<file path="config.mk">
export PLATFORM = sky130hd
export DESIGN_NAME = cdm_completion_monitor
export DESIGN_NICKNAME = d
export VERILOG_FILES = /design/src/rtl/cdm_pkg.sv /design/src/rtl/cdm_sync2.sv /design/src/rtl/cdm_spacer_timer.sv /design/src/rtl/cdm_sat_counter.sv /design/src/rtl/cdm_completion_monitor.sv
export SDC_FILE = /design/constraint.sdc
export NUM_CORES = 1
export LEC_CHECK = 0
export ABC_AREA = 1
export BUFFER_PORTS_ARGS = -buffer_cell sky130_fd_sc_hd__buf_2
export CAP_MARGIN = 30
export CORE_MARGIN = 5
export CORE_UTILIZATION = 55
export CTS_BUF_LIST = sky130_fd_sc_hd__clkbuf_4 sky130_fd_sc_hd__clkbuf_8
export DETAILED_ROUTE_END_ITERATION = 8
export HOLD_SLACK_MARGIN = 0.06
export PLACE_DENSITY = 0.76
export SYNTH_ARGS = -nofsm -noshare
export SYNTH_HDL_FRONTEND = slang
export SYNTH_HIERARCHICAL = 1
export SYNTH_SLANG_ARGS = --single-unit
</file>
<file path="constraint.sdc">
create_clock -name clk -period 1.7 [get_ports clk]
set_input_delay 0.085 -clock clk [delete_from_list [all_inputs] [get_ports clk]]
set_output_delay 0.085 -clock clk [all_outputs]
set_load 0.01 [all_outputs]
</file>
<file path="src/rtl/cdm_pkg.sv">
package cdm_pkg;
    typedef enum logic [1:0] {
        ST_IDLE   = 2'd0,
        ST_SPACER = 2'd1,
        ST_EVAL   = 2'd2,
        ST_HOLD   = 2'd3
    } cdm_state_e;
endpackage

</file>
<file path="src/rtl/cdm_sync2.sv">
module cdm_sync2 #(
    parameter int STAGES = 2
) (
    input  logic clk,
    input  logic rst_n,
    input  logic d_in,
    output logic q_out
);
    localparam int TOP = STAGES - 1;
    logic [TOP:0] chain_q;

    generate
        if (STAGES < 2) begin : g_bad
            initial $error("cdm_sync2 needs at least two stages");
        end
    endgenerate

    always_ff @(posedge clk) begin
        if (!rst_n) chain_q <= '0;
        else        chain_q <= {chain_q[TOP-1:0], d_in};
    end

    assign q_out = chain_q[TOP];


    sync_delay_chk: assert property (@(posedge clk) disable iff (!rst_n)
        $past(rst_n) |-> (chain_q[1] == $past(chain_q[0])));
endmodule

</file>
<file path="src/rtl/cdm_spacer_timer.sv">
module cdm_spacer_timer #(
    parameter int WW = 4
) (
    input  logic          clk,
    input  logic          rst_n,
    input  logic          load,
    input  logic          run,
    input  logic [WW-1:0] width,
    output logic          done
);
    localparam logic [WW-1:0] ONE = {{(WW-1){1'b0}}, 1'b1};

    logic [WW-1:0] cnt_q;
    logic [WW-1:0] lim_q;
    logic [WW-1:0] eff_w;

    assign eff_w = (width == '0) ? ONE : width;
    assign done  = (cnt_q >= lim_q);

    always_ff @(posedge clk) begin
        if (!rst_n) begin
            cnt_q <= ONE;
            lim_q <= ONE;
        end else if (load) begin
            cnt_q <= ONE;
            lim_q <= eff_w;
        end else if (run && !done) begin
            cnt_q <= cnt_q + 1'b1;
        end
    end


    limit_stable_chk: assert property (@(posedge clk) disable iff (!rst_n)
        (run && !load) |=> (lim_q == $past(lim_q)));
endmodule

</file>
<file path="src/rtl/cdm_sat_counter.sv">
module cdm_sat_counter #(
    parameter int CW = 4
) (
    input  logic          clk,
    input  logic          rst_n,
    input  logic          inc,
    input  logic          clr,
    output logic [CW-1:0] count
);
    localparam logic [CW-1:0] MAXV = {CW{1'b1}};
    localparam logic [CW-1:0] ONE  = {{(CW-1){1'b0}}, 1'b1};

    logic [CW-1:0] cnt_q;

    always_ff @(posedge clk) begin
        if (!rst_n)                     cnt_q <= '0;
        else if (clr)                   cnt_q <= inc ? ONE : '0;
        else if (inc && cnt_q != MAXV)  cnt_q <= cnt_q + 1'b1;
    end

    assign count = cnt_q;


    no_overflow_chk: assert property (@(posedge clk) disable iff (!rst_n)
        (cnt_q == MAXV && !clr) |=> (cnt_q == MAXV));
endmodule

</file>
<file path="src/rtl/cdm_completion_monitor.sv">
module cdm_completion_monitor
    import cdm_pkg::*;
#(
    parameter int SYNC_STAGES = 2,
    parameter int WW          = 4,
    parameter int CW          = 4
) (
    input  logic          clk,
    input  logic          rst_n,
    input  logic          cap_tick,
    input  logic          cmp_in,
    input  logic          live_mode,
    input  logic          err_clr,
    input  logic [WW-1:0] rst_width,
    output logic          stage_rst,
    output logic          late_err,
    output logic          spacer_err,
    output logic          stretch_req,
    output logic [CW-1:0] late_cnt
);
    cdm_state_e state_q, state_d;
    logic       cmp_s;
    logic       tmr_done;
    logic       tmr_load;
    logic       late_evt;
    logic       sp_evt;
    logic       late_q, sp_q;

    cdm_sync2 #(.STAGES(SYNC_STAGES)) u_sync (
        .clk(clk), .rst_n(rst_n), .d_in(cmp_in), .q_out(cmp_s)
    );

    cdm_spacer_timer #(.WW(WW)) u_timer (
        .clk(clk), .rst_n(rst_n), .load(tmr_load),
        .run(state_q == ST_SPACER), .width(rst_width), .done(tmr_done)
    );

    cdm_sat_counter #(.CW(CW)) u_cnt (
        .clk(clk), .rst_n(rst_n), .inc(late_evt), .clr(err_clr), .count(late_cnt)
    );

    // next state and event strobes
    always_comb begin
        state_d  = state_q;
        tmr_load = 1'b0;
        late_evt = 1'b0;
        sp_evt   = 1'b0;
        unique case (state_q)
            ST_IDLE: begin
                if (cap_tick) begin
                    state_d  = ST_SPACER;
                    tmr_load = 1'b1;
                end
            end
            ST_SPACER: begin
                if (cap_tick) begin
                    sp_evt   = 1'b1;
                    tmr_load = 1'b1;
                end else if (tmr_done) begin
                    state_d = ST_EVAL;
                    sp_evt  = cmp_s;
                end
            end
            ST_EVAL, ST_HOLD: begin
                if (cap_tick) begin
                    if (!cmp_s) begin
                        late_evt = 1'b1;
                        if (live_mode) begin
                            state_d = ST_HOLD;
                        end else begin
                            state_d  = ST_SPACER;
                            tmr_load = 1'b1;
                        end
                    end else begin
                        state_d  = ST_SPACER;
                        tmr_load = 1'b1;
                    end
                end else if (state_q == ST_HOLD) begin
                    state_d = ST_HOLD;
                end
            end
            default: state_d = ST_IDLE;
        endcase
    end

    // state register
    always_ff @(posedge clk) begin
        if (!rst_n) state_q <= ST_IDLE;
        else        state_q <= state_d;
    end

    // sticky flags
    always_ff @(posedge clk) begin
        if (!rst_n) begin
            late_q <= 1'b0;
            sp_q   <= 1'b0;
        end else begin
            if (late_evt)     late_q <= 1'b1;
            else if (err_clr) late_q <= 1'b0;
            if (sp_evt)       sp_q   <= 1'b1;
            else if (err_clr) sp_q   <= 1'b0;
        end
    end

    // outputs
    always_comb begin
        stage_rst   = (state_q == ST_SPACER);
        stretch_req = (state_q == ST_HOLD);
        late_err    = late_q;
        spacer_err  = sp_q;
    end


    spacer_start_chk: assert property (@(posedge clk) disable iff (!rst_n)
        $rose(stage_rst) |-> $past(cap_tick));


    late_sticky_chk: assert property (@(posedge clk) disable iff (!rst_n)
        (late_err && !err_clr) |=> late_err);


    spacer_sticky_chk: assert property (@(posedge clk) disable iff (!rst_n)
        (spacer_err && !err_clr) |=> spacer_err);


    stretch_cause_chk: assert property (@(posedge clk) disable iff (!rst_n)
        $rose(stretch_req) |-> (late_err && $past(live_mode)));


    count_monotone_chk: assert property (@(posedge clk) disable iff (!rst_n)
        !err_clr |=> (late_cnt >= $past(late_cnt)));
endmodule

</file>
After elaboration in Yosys (flattened, before gate mapping)
Cells that the tools add are included.
{"block": "totals", "in_bits": 10, "latchBits": 0, "ram_bits": 0, "register_bits": 18, "wordCells": 57, "mem_count": 0, "out_inout_bits": 8, "romBits": 0}
{"block": "op_classes", "muxes": 26, "shifts": 0, "multipliers": 0, "reduce_logical": 12, "n_eq_ne": 8, "bitwise": 1, "addsub": 2, "div_mod_pow": 0, "order_cmp": 1}
{"operator": "$mux W1", "count": 14}
{"operator": "$mux W2", "count": 7}
{"operator": "$mux W4", "count": 3}
{"operator": "$add A4 B1 Y4 const B", "count": 2}
{"operator": "$ne A2 B2 Y1 const B", "count": 3}
{"operator": "$pmux W2 S3", "count": 1}
{"operator": "$reduce_bool A2 Y1", "count": 3}
{"operator": "$reduce_or A2 Y1", "count": 3}
{"operator": "$eq A2 B2 Y1 const B", "count": 2}
{"operator": "$ge A4 B4 Y1", "count": 1}
{"operator": "$logic_not A4 Y1", "count": 1}
{"operator": "$ne A4 B4 Y1 const B", "count": 1}
{"operator": "$reduce_and A4 Y1", "count": 1}
{"operator": "$ne A3 B3 Y1 const B", "count": 1}
{"operator": "$eq A2 B1 Y1 const B", "count": 1}
{"operator": "$logic_and A1 B1 Y1", "count": 2}
{"operator": "$logic_not A2 Y1", "count": 1}
{"operator": "$pmux W1 S2", "count": 1}
{"operator": "$logic_not A1 Y1", "count": 1}
{"operator": "$not A1 Y1", "count": 1}

Longest topological paths before layout
Gate-level depths: netlist of run 1.
{"block": "depth", "ltp_word": 6, "mapped_depth": 12, "depth_no_buf": 12}

By module
Netlist of run 1, hierarchy kept.
{"mod": "cdm_spacer_timer", "instances": 1, "area_each_um2": 475.5, "cells_per_inst": 60, "seq_area_each_um2": 160.2}
{"mod": "cdm_sat_counter", "instances": 1, "area_each_um2": 246.5, "cells_per_inst": 35, "seq_area_each_um2": 80.1}
{"mod": "cdm_completion_monitor", "instances": 1, "area_each_um2": 207.7, "cells_per_inst": 33, "seq_area_each_um2": 80.1}
{"mod": "cdm_sync2", "instances": 1, "area_each_um2": 55.1, "cells_per_inst": 6, "seq_area_each_um2": 40.0}

Least setup slack after synthesis of run 1
Ideal clock, no wire load.
{"block": "synth_timing", "kind": "reg-to-reg", "from": "register u_timer.cnt_q[0]", "to": "register state_q[1]", "setup_slack_ns": 0.317, "period_less_slack_ns": 1.383, "required_time_ns": 1.587, "arrival_ns": 1.270, "setup_time_ns": 0.113, "path_buffers": 0, "stages_incl_launch_ff": 13, "path_cell_list": "dfxtp_1 > inv_1 > ha_1 > inv_1 > nand2_1 > nand2_1 > nand2_2 > nand2_4 > nand2_1 > nand2_1 > nand2_1 > nand3_1 > nor2_1"}
{"block": "synth_between", "elab_chain_len": 3}
{"element": "start, declared", "line_no": "cdm_spacer_timer.sv:13", "rtl": "logic [WW-1:0] cnt_q;"}
{"element": "start signal, assigned", "line_no": "cdm_spacer_timer.sv:28", "rtl": "cnt_q <= cnt_q + 1'b1;"}
{"element": "$ge A4 B4 Y1", "line_no": "cdm_spacer_timer.sv:18", "rtl": "assign done = (cnt_q >= lim_q);"}
{"element": "net tmr_done", "line_no": "cdm_completion_monitor.sv:23", "rtl": "logic tmr_done;"}
{"element": "$ne A2 B2 Y1 (no line)"}
{"element": "$reduce_and A4 Y1 (no line)"}
{"element": "end signal, assigned", "line_no": "cdm_completion_monitor.sv:89", "rtl": "else state_q <= state_d;"}
{"element": "end, declared", "line_no": "cdm_completion_monitor.sv:21", "rtl": "cdm_state_e state_q, state_d;"}
The timed path passes the listed nets, and every way through them passes these cells.
A chain may end at the register's enable or synchronous reset.

Worst setup path in the final report of run 1
Same ends and word-level chain as after synthesis.

==> out/results.txt, run 1 <==
For the final total power, the log shows 825 µW. The most critical setup path has its endpoint at state_q[1]. Buffers placed on the I/O ports in this run total 17. Of all nets on the critical path, the largest fanout is 6. The clock transition time at the flip-flop clock pins of the worst setup and hold paths came out at 100 ps. The detailed-route via count is 911. The average instance in the mapped netlist occupies 7.35 µm². The total grt overflow was 0; the number of global-route vias before repair was 826.

Before antenna repair, the detailed router went through 4 iterations. VDD sags by at most 0.000572 V. For this run, the post-layout net count is 174. Relative to the synthesized area, the layout overhead comes to 16.1%.

Final number of hold-violating endpoints: 0. The logs give 651 MHz for the achievable frequency and 0 for the initial antenna violation count. The initial detailed-routing violation count came out at 22.

The run finished with clean final reports. For the worst flop-to-flop path, the logic depth is 12. Entering global routing, the biggest net connects 13 pins. The post-route setup TNS is 0 ps, and the first-pass GRT wire length is 3350 µm. 18 I/O pins were placed.

The run gives 0 as the antenna diode count. Sequential elements use 36.6% of the synthesized area. The buffer cell driving the clock tree root is clkbuf_4.

At the worst endpoint, the required time is 1890 ps. The fraction of final layout cells with drive strength greater than 1 came out at 22.4%. Leading area contributor after synthesis: dfxtp_1. The busiest metal layer after global routing was met2. The detailed-route wire length was 1950 µm; the core region area was 1710 µm². In this run the critical register-to-register path is captured at state_q[1]. In this run the register-to-register setup slack is 160 ps. In this run the worst hold path is classified as in2reg. Critical path capture point type: a flop. Synthesis handed over a netlist of 134 instances. The synthesized netlist contains 23 unique library cells.

The fraction of met1 tracks used by global routing was 18.8%; the number of synthesized register bits was 18. After detailed routing, the average wire length per cell comes to 10.8 µm. The launching instance or port of the critical path is u_timer/cnt_q[0]. The count of nets left with antenna violations once routing finished came out at 0.

The smallest clock period supported by the final layout is computed as 1540 ps. For the global router's overall resource usage, the log shows 16.2%. In this run the power density over the cells is 721 nW/µm². The top cell types in the final layout, fill and taps aside, are nand2_1 (26), inv_1 (25), dfxtp_1 (18). Counting the buffers created by CTS gives 3. The type of the setup path with the least slack was reg2reg. In this run the biggest area consumer among cell types represents 36.6% of the synthesized area.

Post-synthesis cell area: 985 µm². Setup repair after global routing left no endpoint under its margin. For this run, global-route usage on met3 was measured as 3.70%.

The row count came out at 15. The logs give 57.7% for the initial core utilization and 0 for the number of violations of the max-capacitance limit. The worst setup path is launched from a flop.

The reg-to-reg startpoint is u_timer/cnt_q[0]. After detailed routing, the number of remaining DRC violations is 0. The final weighted congestion in routability-driven placement came out at 0.845. The most common cell after layout, fill and taps aside was nand2_1.

TritonCTS built the clock tree. The number of nets handed over by synthesis was 150. Detailed placement finished with a half-perimeter wire length of 1490 µm. The logs give 6 for the yosys synthesis warning count and 2740 µm² for the full die area. The number of max-slew violations in the final report is 0, and the worst slew margin relative to its limit is 83.1%. Summed over all cells, the static leakage comes to 0.581 nW.

The height of the die was 52.3 µm; the total of endpoints with negative setup slack in the final report was 0. The depth of the CTS H-tree is 1. At the pin with the least slew margin, the transition time is 252 ps. The part of the cycle the worst path needs is 90.4%. After detailed routing, the number of vias per cell comes to 5.03. In the global route stage, met2 resource usage came out at 28.5%.

The arrival time at the worst endpoint is 1730 ps, and the overall die width is 52.3 µm. After synthesis, the cell types taking the most area are dfxtp_1 (37%), nand2_1 (9.9%), inv_1 (9.5%). The clock net in this run drives a total of 18 sinks.

Maximum count of clock buffers along a single path: 2. For the clock skew, the log shows 3.34 ps. At the later pin of the worst-skew pair, clock insertion delay measures 290 ps.
[cell usage after synthesis]
cell,number
inv_1,25
nor2_4,1
o21ai_2,1
o21ai_0,5
nand2_4,1
nand3_1,9
nand2_1,26
xor2_1,1
a21oi_4,1
a31oi_1,1
dfxtp_1,18
nor2_1,10
nand3_2,3
a21oi_1,9
ha_1,6
a21oi_2,1
nand2_2,3
o21ai_1,1
nor4_1,1
clkinv_2,1
inv_2,2
nand4_1,7
nand3_4,1
[layer usage]
metal	wire length, µm	vias up
li1	-	477
met1	884	402
met5	0	-
met2	944	26
met3	90	6
met4	31	0
[kinds of logic (layout without fill, tap and decap cells)]
logic type | after synthesis | in the layout | share of synthesized area (%)
DFF | 18 | 18 | 36.6
AOI/OAI and AO/OA | 19 | 19 | 11.7
and+or+nand+nor | 62 | 62 | 32.4
buffers and inverters | 28 | 50 | 10.8
xor gates and xnor gates | 1 | 1 | 0.890
adders and majority gates | 6 | 6 | 7.62
[worst max-delay path: stages, from the launching register on]
cell	delay (ps)
dfxtp_1	400
inv_1	80
ha_1	290
inv_1	60
nand2_1	50
nand2_1	60
nand2_2	60
nand2_4	100
nand2_1	100
nand2_1	80
nand2_1	50
nand3_1	80
nor2_1	40
[registers in the layout, summed over array words and instances, names as in the netlist]
name and cells:
u_cnt/count 4, u_timer/cnt_q 4, u_timer/lim_q 4, state_q 2, u_sync/chain_q 2, late_err 1
spacer_err 1
[final cells by class]
class / count / area, µm²
well taps: 25 / 31.3
flip-flops and latches: 18 / 360
clock buffers: 3 / 22.5
fillers: 166 / 564
inverters: 28 / 106
repair buffers: 19 / 105
multi-input cells: 88 / 518
[how the worst min path moves through the flow]
stage | cells past startpoint | end | slack [ps] | from
after floorplan | 1 | u_timer/lim_q[0] | 170 | rst_n
after global placement | 3 | u_sync/chain_q[0] | 270 | cmp_in
after detailed placement | 3 | u_sync/chain_q[0] | 270 | cmp_in
after CTS | 2 | u_timer/lim_q[0] | 80 | rst_n
after global routing | 2 | u_timer/lim_q[0] | 90 | rst_n
final | 2 | u_timer/lim_q[0] | 80 | rst_n
[through the flow]
step	util, %	worst slack, ps	area, µm²	hold slack (ps)	std cells
2_1_floorplan	-	317	985	169	134
3_3_place_gp	64.5	251	1100	267	176
3_5_place_dp	64.5	204	1100	270	176
4_1_cts	67.0	191	1140	83.4	181
5_1_grt	67.0	64.0	1140	87.0	181
6_report	67.0	163	1140	80.4	181
[report_power, final]
part / switching (mW) / total (mW) / internal [mW]
registers: 0.0156 / 0.458 / 0.443
logic: 0.0969 / 0.155 / 0.0579
clock network: 0.129 / 0.212 / 0.0823
[timing repair]
item                                   in CTS  in global routing
setup endpoints to repair                   0                  0
gates resized for setup                     0                  0
hold buffers                                2                  0
endpoints found under the hold margin       2                  0
setup buffers                               0                  0
(Power assumes the default switching activity.)
==> run 2: changes to the inputs <==
- ABC_AREA: 1 -> not set
- PLACE_DENSITY: 0.76 -> 0.77
- RECOVER_POWER: not set -> 25
==> run 2 against run 1 <==
Setup slack lost 64 ps. Via count down 19%. Maximum frequency is 4.0% lower. Design area down 6.7%. Combinational power is 35% lower. Wire length down 16%. Total power is 1.9% lower. Sequential share of layout area rose by 2.4 points. Sequential power is 2% lower. Worst hold slack worse by 17 ps. Die area fell by 7.4%. Critical path type unchanged. Highest routed layer unchanged.
==> out/results.txt, run 2 <==
The logs give 2530 µm² (-7.4%) for the full die area and 12.4% (-6.4 points) for the share of total power in combinational logic. The core region area is 1520 µm² (-11%). The tools report the nature of the critical path startpoint as a flop. The achievable frequency was 625 MHz (-4.0%); the fraction of final layout cells with drive strength greater than 1 was 25.2% (+2.8 points). The antenna diode count came out at 0 (unchanged). The detailed-route wire length is 1630 µm (-16%). TritonCTS built the clock tree.

The most repeated cell in the gate-level netlist after synthesis was dfxtp_1. The logs give 740 (-19%) for the detailed-route via count and 0 (unchanged) for the post-CTS setup-driven buffer insertion count. The largest stage delay on the critical path was 350 ps (-50 ps). By area, the combinational part of the netlist is dominated by simple AND/OR/NAND/NOR gates.

The worst hold path belongs to the class in2reg. For the arrival time at the worst endpoint, the log shows 1840 ps (+110 ps). The switching power share of the total is 23.7% (-5.6 points). The path depth of the worst reg2reg path is 6 (-6), and the maximum number of pins on one net before global-route repair is 16 (+3).

The number of distinct library cells after synthesis is 35 (+52%), and the first-pass iteration count of the detailed router is 4 (unchanged). For the total grt overflow, the log shows 0 (unchanged). The number of top-level pins was 18 (unchanged); the clock transition time at the flip-flop clock pins of the worst setup and hold paths was 100 ps (about the same). The number of cells produced by synthesis is 95 (-29%). The slew at the pin closest to its max-slew limit is 256 ps (+4.13 ps), and the post-synthesis cell area is 895 µm² (-9.1%). The depth of the worst hold-timing path was 3 (+1); the per-instance average area after synthesis was 9.42 µm² (+28%). For the final total power, the log shows 809 µW (-1.9%). The tools report the count of filler cells inserted in the layout as 119 (-28%). The areal power density over the cells is 758 nW/µm² (+5.1%), and the clock power share is 32.4% (+6.7 points). The part of the cycle the worst path needs was 94.2% (+3.7 points); the final number of hold-violating endpoints was 0 (unchanged). The number of DRC violations after detailed routing is 0 (unchanged).

The basic-gate share of the synthesized area counting and, or, nand and nor cells is 25.5% (-6.9 points). The most used flip-flop cell after synthesis is dfxtp_1. The tools report the total of endpoints with negative setup slack in the final report as 0 (unchanged). STA classifies the critical path endpoint as a flop.

The tools report the post-route setup TNS as 0 ps (unchanged). The largest fanout on the critical path came out at 4 (-2). The logs give 129 (-27%) for the cell count after placement and 135 (-25%) for the final cell count without fillers. The async set-or-reset flop fraction in the synthesized netlist was 0% (unchanged); the number of clock sinks was 18 (unchanged). The worst ir drop on vdd is 0.000553 V (-3.2%), and the sum of net half-perimeters after detailed placement is 1290 µm (-13%). The global router's overall resource usage came out at 14.9% (-1.3 points). The net count after synthesis came out at 111 (-26%). The share of the synthesized area in compound gates (AO/OA/AOI/OAI) is 16.6% (+5.0 points), and the minimum hold slack is 63.2 ps (-17.2 ps).

On the critical path, the stage with the largest delay is an instance of dfxtp_2. The yosys synthesis warning count came out at 6 (unchanged). The proportion of synthesized area in mux cells works out to 4.48% (+4.5 points). Sorting the synthesized cells by how often they occur yields dfxtp_1 (18), a21oi_1 (8), inv_1 (7), o21ai_0 (7), ha_1 (6). The buffer cell driving the clock tree root was clkbuf_4.

The post-route antenna net violation count was 0 (unchanged). The number of buffers inserted by port buffering was 17 (unchanged); the initial core utilization was 58.7% (+1.0 points). The number of synthesized flops with an enable pin came out at 0 (unchanged). The initial antenna violation count came out at 0 (unchanged).

Yosys attributes the largest share of cell area to dfxtp_1 (40%), ha_1 (8.4%), a21oi_1 (4.5%). Relative to the synthesized area, the layout overhead comes to 19.3%. The flow ran to the end, and the final reports show no timing, DRC or antenna violations. Clock skew: 2.50 ps (-0.847 ps). The run gives 0.801 (-5.1%) as the final weighted congestion in routability-driven placement. The leakage power is 0.449 nW (-23%).

The overall die width was 50.3 µm (-3.8%). For the number of max-slew violations in the final report, the log shows 0 (unchanged). The switching power came out at 192 µW (-21%).

The leading area contributor after synthesis was dfxtp_1. The number of global-route vias before repair is 744 (-9.9%), and the average wire length per cell after detail routing is 12.1 µm (+12%). The adder-cell share of the synthesized area was 8.39% (+0.77 points); the row count was 14 (-1). Share of the synthesized area in the top cell type: 40.3% (+3.7 points). The number of synthesized register bits works out to 18 (unchanged). Walking the worst path, the cells encountered are inv_1, ha_1, nor3b_2, o211ai_2, or3_1, a21oi_2. The logs give 82.8% (-0.31 points) for the worst slew margin relative to its limit and 362 µm² (+0.35%) for the area used by sequential logic in the layout. The sequential area share after synthesis was 40.3% (+3.7 points); the height of the die was 50.3 µm (-3.8%).

The depth of the CTS H-tree is 1 (unchanged). The initial detailed-routing violation count was 12 (-45%); the number of violations of the max-capacitance limit was 0 (unchanged). The critical path in this run is classified as reg2reg. The via density per instance works out to 5.48 (+8.9%). The total clock buffers created by CTS was 3 (unchanged); the worst-skew pair later-pin latency was 290 ps (about the same). The endpoint required time on the critical path was 1940 ps (+50 ps). The library cells used most frequently in the layout, excluding fill and tap cells, are dfxtp_1 (17), buf_2 (13), inv_1 (7), a21oi_1 (7), ha_1 (6). The share of the synthesized netlist area taken by xor and xnor gates is 0.979% (+0.090 points), and the internal power is 617 µW (+5.9%). The final period demand of the worst path came out at 1600 ps (+63.7 ps). The most common cell after layout, fill and taps aside was dfxtp_1. Share of total power in sequential cells: 55.2% (-0.4 points). The tools report the first-pass GRT wire length as 2990 µm (-11%). The run gives 2 (unchanged) as the maximum count of clock buffers along a single path. The logs give 136 (-22%) for the final net count and 504 µm² (-2.7%) for the total area of multi-input combinational cells. Setup repair after global routing left no endpoint under its margin.
run 2: cell types whose count changed after synthesis, moves of 4 or more:
cell	before	now
inv_1	25	7
nor2_1	10	2
nand4_1	7	1
mux2i_1	0	4
nand2_1	26	2
nor2b_1	0	4
nand3_1	9	3
run 2: through the flow:
stage | cell area (µm²) | setup slack, ps | util [%]
after floorplan | 895 | 123 | -
after global placement | 1010 | 140 | 66.3
after detailed placement | 1010 | 92.0 | 66.3
after CTS | 1070 | 50.7 | 70.0
after global routing | 1070 | 4.97 | 70.0
final | 1070 | 99.2 | 70.0
run 2: power by group through the flow:
stage               Sequential [mW]  Clock [mW]  Combinational, mW
global route                  0.449       0.301              0.114
finish                        0.447       0.262              0.100
global placement              0.455           0             0.0940
CTS                           0.447       0.271              0.101
floorplan                     0.455           0             0.0613
detailed placement            0.457           0             0.0966
run 2: cells by family (layout without fill, tap and decap cells):
kind of cell / after synthesis / count (layout)
xor+xnor: 1 / 1
flops: 18 / 18
mux: 4 / 4
simple gates: 33 / 33
fa+ha+maj: 6 / 6
compound gates: 24 / 24
buf+inv: 9 / 33
run 2: final cells by class:
class	instances	area share, %
clock buffers	4	3.40
repair buffers	21	10.8
flip-flops and latches	18	33.9
multi-input cells	68	47.2
inverters	8	2.81
well taps	16	1.88
run 2: per-layer routing:
layer | vias to the layer above | GRT usage [%] | share of wire, %
met5 | - | 0 | 0
met4 | 0 | 10.6 | 2.1
met3 | 5 | 4.44 | 4.2
met2 | 14 | 23.2 | 47
met1 | 337 | 17.1 | 47
li1 | 384 | - | -
run 2: what timing repair did:
item | CTS | global route
hold buffers | 2 | 0
resized for setup | 0 | 4
hold endpoints to repair | 2 | 0
setup endpoints to repair | 0 | 4
run 2: worst paths after layout:
| check | from | end | slack [ps] |
|---|---|---|---|
| worst max-delay path | u_timer/cnt_q[0] | u_timer/cnt_q[3] | 100 |
| worst min-delay path | rst_width[1] | u_timer/lim_q[1] | 60 |
| worst max register to register | u_timer/cnt_q[0] | u_timer/cnt_q[3] | 100 |
| worst min register to register | u_sync/chain_q[0] | u_sync/chain_q[1] | 440 |
run 2: critical path, delay by kind of cell (launching register included):
kind                     cells  cell delay, ps
AO/OA/AOI/OAI                2             250
adder cells (fa/ha/maj)      1             310
buffers and inverters        1              70
flip-flops                   1             350
AND/OR/NAND/NOR              2             570
==> run 3: changes to the inputs <==
- ABC_AREA: not set -> 1
- PLACE_DENSITY: 0.77 -> 0.76
==> run 3 against run 2 <==
Via count up 23%. Maximum frequency up 3.5%. Sequential share of layout area shrank 2.3 points. Sequential power rose by 2%. Utilization shrank 3.3 points. Worst hold slack gained 20 ps. Die area is 8.0% higher. Total power increased by 1.7%. Critical path type unchanged. Critical endpoint is now state_q[1]. Largest cell class unchanged. Highest routed layer unchanged.
==> out/results.txt, run 3 (synthesis results as in run 1) <==
For the row count, the log shows 15 (+1). From synthesis to final layout, the design area changed by 15.8%. The number of buffers inserted by port buffering works out to 17 (unchanged). The reg-to-reg startpoint was u_timer/cnt_q[0]. The logs give 0 (unchanged) for the count of cells resized by post-cts repair and 0 (unchanged) for the total grt overflow. The detailed route wirelength on metal3 was 83 µm (+22%); the arrival time at the worst endpoint was 1740 ps (-100 ps). The part of the cycle the worst path needs is 91.0% (-3.2 points). The largest fanout on the critical path was 6 (+2); the maximum number of pins on one net before global-route repair was 13 (-3).

The via density per instance came out at 5.01 (-8.6%). Clock tree synthesis selected as its root buffer the cell clkbuf_4. The logs give 2.50 ps (+0.00533 ps) for the clock skew and 0 (unchanged) for the number of violations of the max-capacitance limit. The areal power density over the cells works out to 722 nW/µm² (-4.8%). The overall die width was 52.3 µm (+3.9%). The worst setup path is launched from a flop. The slew at the pin closest to its max-slew limit is 253 ps (-2.98 ps). The highest metal layer carrying signal wires in the routed design is met4.

The number of global-route vias before repair is 826 (+11%). The global router's overall resource usage is 16.2% (+1.3 points). The tools report the slack of the critical path as 154 ps (+54.6 ps).

The run gives 3 (unchanged) as the total clock buffers created by CTS. For the antenna diode count, the log shows 0 (unchanged). TritonCTS built the clock tree.

The final number of hold-violating endpoints was 0 (unchanged). Worst slew margin relative to its limit: 83.1% (+0.23 points). Depth of the CTS H-tree: 1 (unchanged). Final period demand of the worst path: 1550 ps (-54.6 ps).

STA classifies the critical path endpoint as a flop. The most common cell after layout, fill and taps aside was nand2_1. Maximum count of clock buffers along a single path: 2 (unchanged). Path depth of the worst reg2reg path: 12 (+6). In this run the critical register-to-register path is captured at state_q[1]. Fraction of final layout cells with drive strength greater than 1: 20.5% (-4.7 points). The logs give 2740 µm² (+8.0%) for the full die area and 174 (+28%) for the final net count. Number of clock sinks: 18 (unchanged).

The run gives 1890 ps (-50 ps) as the endpoint required time on the critical path. The depth of the worst hold-timing path is 2 (-1). The number of max-slew violations in the final report was 0 (unchanged); the initial antenna violation count was 0 (unchanged). Setup repair after global routing left no endpoint under its margin.

The logs give 23 (+11) for the initial detailed-routing violation count and 0.568 nW (+26%) for the leakage power. The routed wire length on met2 is 949 µm (+24%). The core region area is 1710 µm² (+12%), and the worst-skew pair later-pin latency is 280 ps (about the same). The tools report the total of endpoints with negative setup slack in the final report as 0 (unchanged).

The routed metal-1 wire length is 891 µm (+17%). The path class of the tightest hold or removal check is in2reg. The critical path is of the reg2reg type. The detailed-route via count was 907 (+23%); the number of top-level pins was 18 (unchanged). The first-pass GRT wire length was 3350 µm (+12%).

For the detailed-route wire length, the log shows 1950 µm (+20%). In the layout the commonest cells are nand2_1 (26), inv_1 (25), dfxtp_1 (18). The average wire length per cell after detail routing is 10.8 µm (-11%), and the register-to-register setup slack is 150 ps (+50 ps).

The run finished with clean final reports. The number of DRC violations after detailed routing was 0 (unchanged). The startpoint of the most critical hold path is rst_n. For hold timing, the worst endpoint is u_timer/lim_q[0]. The run gives 0.845 (+5.4%) as the final weighted congestion in routability-driven placement. The run gives 0.000571 V (+3.2%) as the worst ir drop on vdd.

The clock transition time at the flip-flop clock pins of the worst setup and hold paths is 100 ps (about the same). The initial core utilization is 57.7% (-1.0 points). The post-route setup TNS was 0 ps (unchanged); the sum of net half-perimeters after detailed placement was 1490 µm (+15%). The tools report the first-pass iteration count of the detailed router as 4 (unchanged). The post-route antenna net violation count is 0 (unchanged).

The logs give 647 MHz (+3.5%) for the achievable frequency and 204 ps (+112 ps) for the worst setup timing slack at the placement stage. Height of the die: 52.3 µm (+3.9%).
## run 3: changes by cell type in the layout (fill, tap and decap cells not counted), sizes merged, moves of 4 or more
cell   delta
nor2b     -4
nand2    +28
inv      +19
nand4     +6
mux2i     -4
nand3    +10
nor2      +9
## run 3: stage by stage
| step | util, % | std cells | hold slack [ps] | instance area [µm²] | total power [mW] |
|---|---|---|---|---|---|
| after global routing | 66.7 | 181 | 87.0 | 1140 | 0.877 |
| final | 66.7 | 181 | 83.4 | 1140 | 0.823 |
| after detailed placement | 64.5 | 176 | 270 | 1100 | 0.619 |
| after global placement | 64.5 | 176 | 267 | 1100 | 0.613 |
| after CTS | 67.0 | 181 | 83.4 | 1140 | 0.832 |
| after floorplan | - | 134 | 169 | 985 | 0.574 |
## run 3: routing by layer
metal,vias up,global-route usage (%)
met5,-,0
met1,403,18.8
met4,0,5.96
met2,23,28.5
met3,4,3.70
li1,477,-
## run 3: timing repair
item,4_1_cts,5_1_grt
buffers inserted,0,0
endpoints found under the hold margin,2,0
hold buffers,2,0
setup endpoints to repair,0,0
## run 3: critical path: stages (launching register included)
cell and delay (ps):
dfxtp_1 400, inv_1 80, ha_1 290, inv_1 60, nand2_1 40, nand2_1 80, nand2_2 70, nand2_4 90
nand2_1 100, nand2_1 80, nand2_1 50, nand3_1 80, nor2_1 40
## run 3: cell type report
type                    count  area, µm²
flip-flops and latches     18        360
repair buffers             19        101
clock buffers               3       22.5
inverters                  28        106
fillers                   165        568
multi-input cells          88        518
well taps                  25       31.3
## run 3: where the power goes
group,internal (mW),switching (mW)
combinational,0.0570,0.0969
sequential,0.443,0.0157
clock,0.0822,0.128
## run 3: worst max-delay path by stage
stage	to	start	cells after the start	slack, ps
6_report	state_q[1]	u_timer/cnt_q[0]	12	150
5_1_grt	spacer_err	u_timer/cnt_q[0]	12	60
4_1_cts	state_q[1]	u_timer/cnt_q[0]	12	190
3_5_place_dp	state_q[1]	u_timer/cnt_q[0]	12	200
3_3_place_gp	state_q[1]	u_timer/cnt_q[0]	12	250
2_1_floorplan	state_q[1]	u_timer/cnt_q[0]	12	320
